$ cat config.mk
export PLATFORM = sky130hd
export DESIGN_NAME = fp32_critbit_injector
export DESIGN_NICKNAME = d
export VERILOG_FILES = /design/src/rtl/fp32_critbit_injector.sv
export SDC_FILE = /design/constraint.sdc
export NUM_CORES = 2
export LEC_CHECK = 0
export BUFFER_PORTS_ARGS = -buffer_cell sky130_fd_sc_hd__buf_2
export CORE_MARGIN = 2
export CORE_UTILIZATION = 55
export CTS_CLUSTER_DIAMETER = 60
export CTS_CLUSTER_SIZE = 28
export DETAILED_ROUTE_END_ITERATION = 10
export PLACE_DENSITY = 0.81
export SLEW_MARGIN = 0
export SYNTH_ARGS = -nofsm -noshare
export SYNTH_HDL_FRONTEND = slang
export SYNTH_SLANG_ARGS = --single-unit
$ cat constraint.sdc
create_clock -name clk -period 28.2 [get_ports clk]
set_input_delay 4.23 -clock clk [delete_from_list [all_inputs] [get_ports clk]]
set_output_delay 4.23 -clock clk [all_outputs]
set_load 0.02 [all_outputs]
$ cat src/rtl/fp32_critbit_injector.sv
module fp32_critbit_injector (
  input  logic        clk,
  input  logic        rst_n,
  input  logic        in_valid,
  input  logic        in_op,
  input  logic [31:0] in_a,
  input  logic [31:0] in_b,
  input  logic [31:0] in_res,
  input  logic        in_miss,
  output logic        out_valid,
  output logic [31:0] out_res
);
  function automatic logic [4:0] lzc24(input logic [23:0] v);
    logic [4:0] n;
    logic       hit;
    n = 5'd0;
    hit = 1'b0;
    for (int i = 23; i >= 0; i--) begin
      if (v[i]) hit = 1'b1;
      else if (!hit) n = n + 5'd1;
    end
    return n;
  endfunction

  logic [7:0]  ea, eb, ebig, esml, ediff, eres;
  logic [23:0] ma, mb, mbig, msml, mshift, mdiff;
  logic [24:0] msum;
  logic [47:0] prod;
  logic        a_big, same_sgn, far_cls, close_cls;
  logic        crit_mul, crit_carry, crit_far;
  logic [4:0]  crit_nlz;
  logic        prev_mul, prev_carry, prev_far;
  logic [4:0]  prev_nlz;
  logic        changed, special, inject;
  logic signed [5:0] delta;
  logic signed [9:0] eadj;
  logic [7:0]  eclamp;

  assign ea = in_a[30:23];
  assign eb = in_b[30:23];
  assign ma = {1'b1, in_a[22:0]};
  assign mb = {1'b1, in_b[22:0]};

  assign prod     = 48'(ma) * 48'(mb);
  assign crit_mul = prod[47];

  assign a_big     = (ea > eb) || ((ea == eb) && (ma >= mb));
  assign ebig      = a_big ? ea : eb;
  assign esml      = a_big ? eb : ea;
  assign mbig      = a_big ? ma : mb;
  assign msml      = a_big ? mb : ma;
  assign ediff     = ebig - esml;
  assign mshift    = (ediff >= 8'd24) ? 24'd0 : (msml >> ediff);
  assign msum      = {1'b0, mbig} + {1'b0, mshift};
  assign mdiff     = mbig - mshift;
  assign same_sgn  = in_a[31] == in_b[31];
  assign far_cls   = !same_sgn && (ediff > 8'd1);
  assign close_cls = !same_sgn && (ediff <= 8'd1);

  assign crit_carry = msum[24];
  assign crit_far   = mdiff[23];
  assign crit_nlz   = lzc24(mdiff);

  always_comb begin
    changed = 1'b0;
    delta   = 6'sd0;
    if (!in_op) begin
      changed = crit_mul != prev_mul;
      delta   = crit_mul ? 6'sd1 : -6'sd1;
    end else if (same_sgn) begin
      changed = crit_carry != prev_carry;
      delta   = crit_carry ? 6'sd1 : -6'sd1;
    end else if (far_cls) begin
      changed = crit_far != prev_far;
      delta   = crit_far ? 6'sd1 : -6'sd1;
    end else begin
      changed = crit_nlz != prev_nlz;
      delta   = $signed({1'b0, crit_nlz}) - $signed({1'b0, prev_nlz});
    end
  end

  assign eres    = in_res[30:23];
  assign special = (eres == 8'd0) || (eres == 8'hFF);
  assign inject  = in_miss && changed && !special;
  assign eadj    = $signed({2'b00, eres}) + 10'(delta);
  assign eclamp  = (eadj < 10'sd1)   ? 8'd1   :
                   (eadj > 10'sd254) ? 8'd254 : eadj[7:0];

  always_ff @(posedge clk) begin
    if (!rst_n) begin
      prev_mul   <= 1'b0;
      prev_carry <= 1'b0;
      prev_far   <= 1'b0;
      prev_nlz   <= 5'd0;
      out_valid  <= 1'b0;
      out_res    <= 32'd0;
    end else begin
      out_valid <= in_valid;
      if (in_valid) begin
        out_res <= inject ? {in_res[31], eclamp, in_res[22:0]} : in_res;
        if (!in_op)          prev_mul   <= crit_mul;
        else if (same_sgn)   prev_carry <= crit_carry;
        else if (far_cls)    prev_far   <= crit_far;
        else if (close_cls)  prev_nlz   <= crit_nlz;
      end
    end
  end
endmodule


==> results by group <==
Detailed routing
  – Total number of vias: 22.57k
  – DRC violations left: 0
  – Number of DRC markers in iteration 0: 1797
  – Met1 WL: 28.80 mm
  – Post-route ant nets: 0
  – DR vias/cell: 5.846
  – DR WL/cell: 19.46 µm
  – Final wirelength: 75.11 mm
  – First-pass DRT Iterations: 7
  – DR top layer: met5
  – Wire length on met2: 34.29 mm
  – Met3 WL: 8.392 mm

Setup path
  – Startpoint types: input port
  – WP data arrival: 26990 ps
  – Critical Path Slowest Stage Cell: or4_1
  – Cell family with most CP delay: adder cells
  – R2r setup slk: 24630 ps
  – Max stage delay on crit path: 590 ps
  – WP depth: 121
  – CP bufs+invs: 9
  – Most common cell type on the critical path: ha_1
  – Required @ worst endpoint: 28350 ps
  – Crit Path Class: in -> reg
  – Crit Path Max Fanout: 8
  – Worst R2R Path Depth: 20
  – Setup crit end kind: flip-flop

Synthesis
  – Netlist cell types: 91
  – Flop and latch count out of synthesis: 41
  – Dominant synthesized flop cell: dfxtp_1
  – Post-synth EDFFs: 0
  – Total number of yosys warnings: 0
  – Post-synthesis async set-or-reset flop share: 0%
  – Syn_nets: 4046
  – Cells after synthesis: 3158
  – Sequential area share after synthesis: 3.082%
  – Mapped cell area: 0.02663 mm²
  – Mean area per synthesized cell: 8.432 µm²

Floorplanning
  – Number of primary I/O pins: 134
  – DIE AREA: 0.05019 mm²
  – Initial core utilization: 55.77%
  – Row count: 80
  – Die width: 224.0 µm
  – Die Height: 224.0 µm
  – Core Area: 0.04775 mm²

Min path
  – Hold Path Class: reg -> reg
  – Cells on Worst Hold Path: 2

STA
  – Setup TNS: 0 ps
  – Fin. max-slew vios: 0
  – Slew @ Worst Pin: 985.8 ps
  – Post-layout min period: 26840 ps
  – Rel. slew slack: 34.21%
  – Final-report hold violation count: 0
  – Skew final: 5.785 ps
  – # setup viols final: 0
  – Final Hold Slack: 489.4 ps
  – Fmax: 0.03725 GHz
  – Final period util: 95.19%

Flow run
  – Max-cap viol count: 0

GRT
  – Global-route wire length before repair: 120.0 mm
  – Number of global-route vias before repair: 23.18k
  – Largest net degree at the start of global routing: 71
  – Initial antenna violation count: 2
  – Total gr overflow: 0
  – Total track usage: 30.20%

Clocking
  – # H-tree levels: 2
  – Clock Sinks: 41
  – CTS root buf: clkbuf_16
  – Worst-case clock buffer depth: 2
  – Clk_lat worst skew: 280 ps
  – CTS Buf Count: 5
  – CTS tree: yes
  – Clk slew on worst S/H paths: 60 ps
  – CTS hold repair buffers: 0

Power
  – Leak: 14.58 nW
  – Pwr dens: 99.04 mW/mm²
  – VDD IR max: 0.0001802 V

Placement
  – Detailed placer's ending HPWL: 57.23 mm
  – Dpl cells: 3832
  – GP Congestion: 0.9652
  – Port Buffers: 133

Final layout
  – Fillers: 4015
  – Seq. cell area: 820.8 µm²
  – Fraction of layout cells with a size suffix above 1: 11.84%
  – Area grow syn2layout: 7.912%
  – Area of the multi-input gates: 0.02346 mm²
  – Most common cell after layout, fill and taps aside: inv_1
  – Commonest cells after routing, fill and taps aside: inv_1, fa_1, nand2_1
  – Non-filler cells, final: 3860
  – NumNets Final: 4131

Outcome
  – Outcome: finished, final reports clean
## layer usage
layer / GRT usage (%) / up-vias
met1: 38.65 / 10930
li1: - / 10130
met3: 7.542 / 271
met2: 49.13 / 1234
met5: 0 / -
met4: 12.15 / 2
## worst reg2reg max path: cells and delay by family (launching register included)
| family | cells | cell delay [ps] |
|---|---|---|
| AOI/OAI and AO/OA | 8 | 1130 |
| adders and majority gates | 3 | 1070 |
| buffers and inverters | 3 | 180 |
| DFF | 1 | 310 |
| muxes | 1 | 140 |
| and+or+nand+nor | 5 | 600 |
## Yosys cell counts (13+ instances only)
cell type | number | share of area (%)
inv_1 | 575 | 8.1
fa_1 | 484 | 36
nand2_1 | 392 | 5.5
ha_1 | 303 | 14
and2_1 | 206 | 4.8
nor2_1 | 165 | 2.3
a21oi_1 | 129 | 2.4
clkbuf_1 | 124 | 1.7
mux2i_1 | 92 | 3.5
o21ai_0 | 78 | 1.5
xnor2_1 | 54 | 1.8
nand3_1 | 45 | 0.85
dfxtp_1 | 41 | 3.1
a21o_1 | 39 | 1.1
mux2_2 | 34 | 1.4
nor3_1 | 33 | 0.62
nor2b_1 | 29 | 0.68
a211oi_1 | 28 | 0.79
nand2b_1 | 19 | 0.45
nand4_1 | 18 | 0.42
o21bai_1 | 18 | 0.51
xor2_1 | 18 | 0.59
or2_2 | 17 | 0.40
o21a_1 | 15 | 0.42
buf_1 | 13 | 0.18
## stage by stage
step	util, %	area (µm²)	total power, mW	setup WS, ps
6_report	60.19	28740	2.846	1357
5_1_grt	60.18	28730	3.230	-278.4
4_1_cts	59.10	28220	2.793	162.0
3_5_place_dp	58.76	28060	2.707	-19.71
3_3_place_gp	58.76	28060	2.620	455.6
2_1_floorplan	-	26630	1.980	99.27
## final cells by class
cell class              count  area share (%)
multi-input cells        2394           81.64
diodes                      1        0.008708
flip-flops and latches     41           2.856
inverters                 577           7.550
clock inverters             1         0.03048
clock buffers               7          0.5312
well taps                 615           2.678
repair buffers            224           4.707
## sequential cells by signal (all words and copies together), names as in the netlist
register,count
prev_carry,1
prev_mul,1
prev_nlz,5
prev_far,1
out_res,32
out_valid,1
## worst paths after layout
| path | start | endpoint |
|---|---|---|
| min reg2reg | out_res[15] | out_res[15] |
| min | out_res[15] | out_res[15] |
| max reg2reg | prev_nlz[0] | out_res[24] |
| max | in_b[11] | out_res[24] |
## cell families after synthesis
family,count (synthesis),synth area share (%)
buf+inv,723,10.25
fa+ha+maj,790,50.74
simple gates,973,17.47
compound gates,424,10.55
flops,41,3.082
xor+xnor,79,2.876
mux,128,5.032
## report_power, final
part           switching, mW  total [mW]  internal, mW
Clock                 0.0232      0.0612        0.0379
Sequential           0.00213      0.0642        0.0621
Combinational           1.54        2.72          1.18
## repair_timing
| action | in CTS | in global routing |
|---|---|---|
| resized for setup | 0 | 95 |
| endpoints found under the setup margin | 0 | 8 |
| setup buffers | 0 | 19 |
No activity file was read; power rests on OpenSTA's default activity.
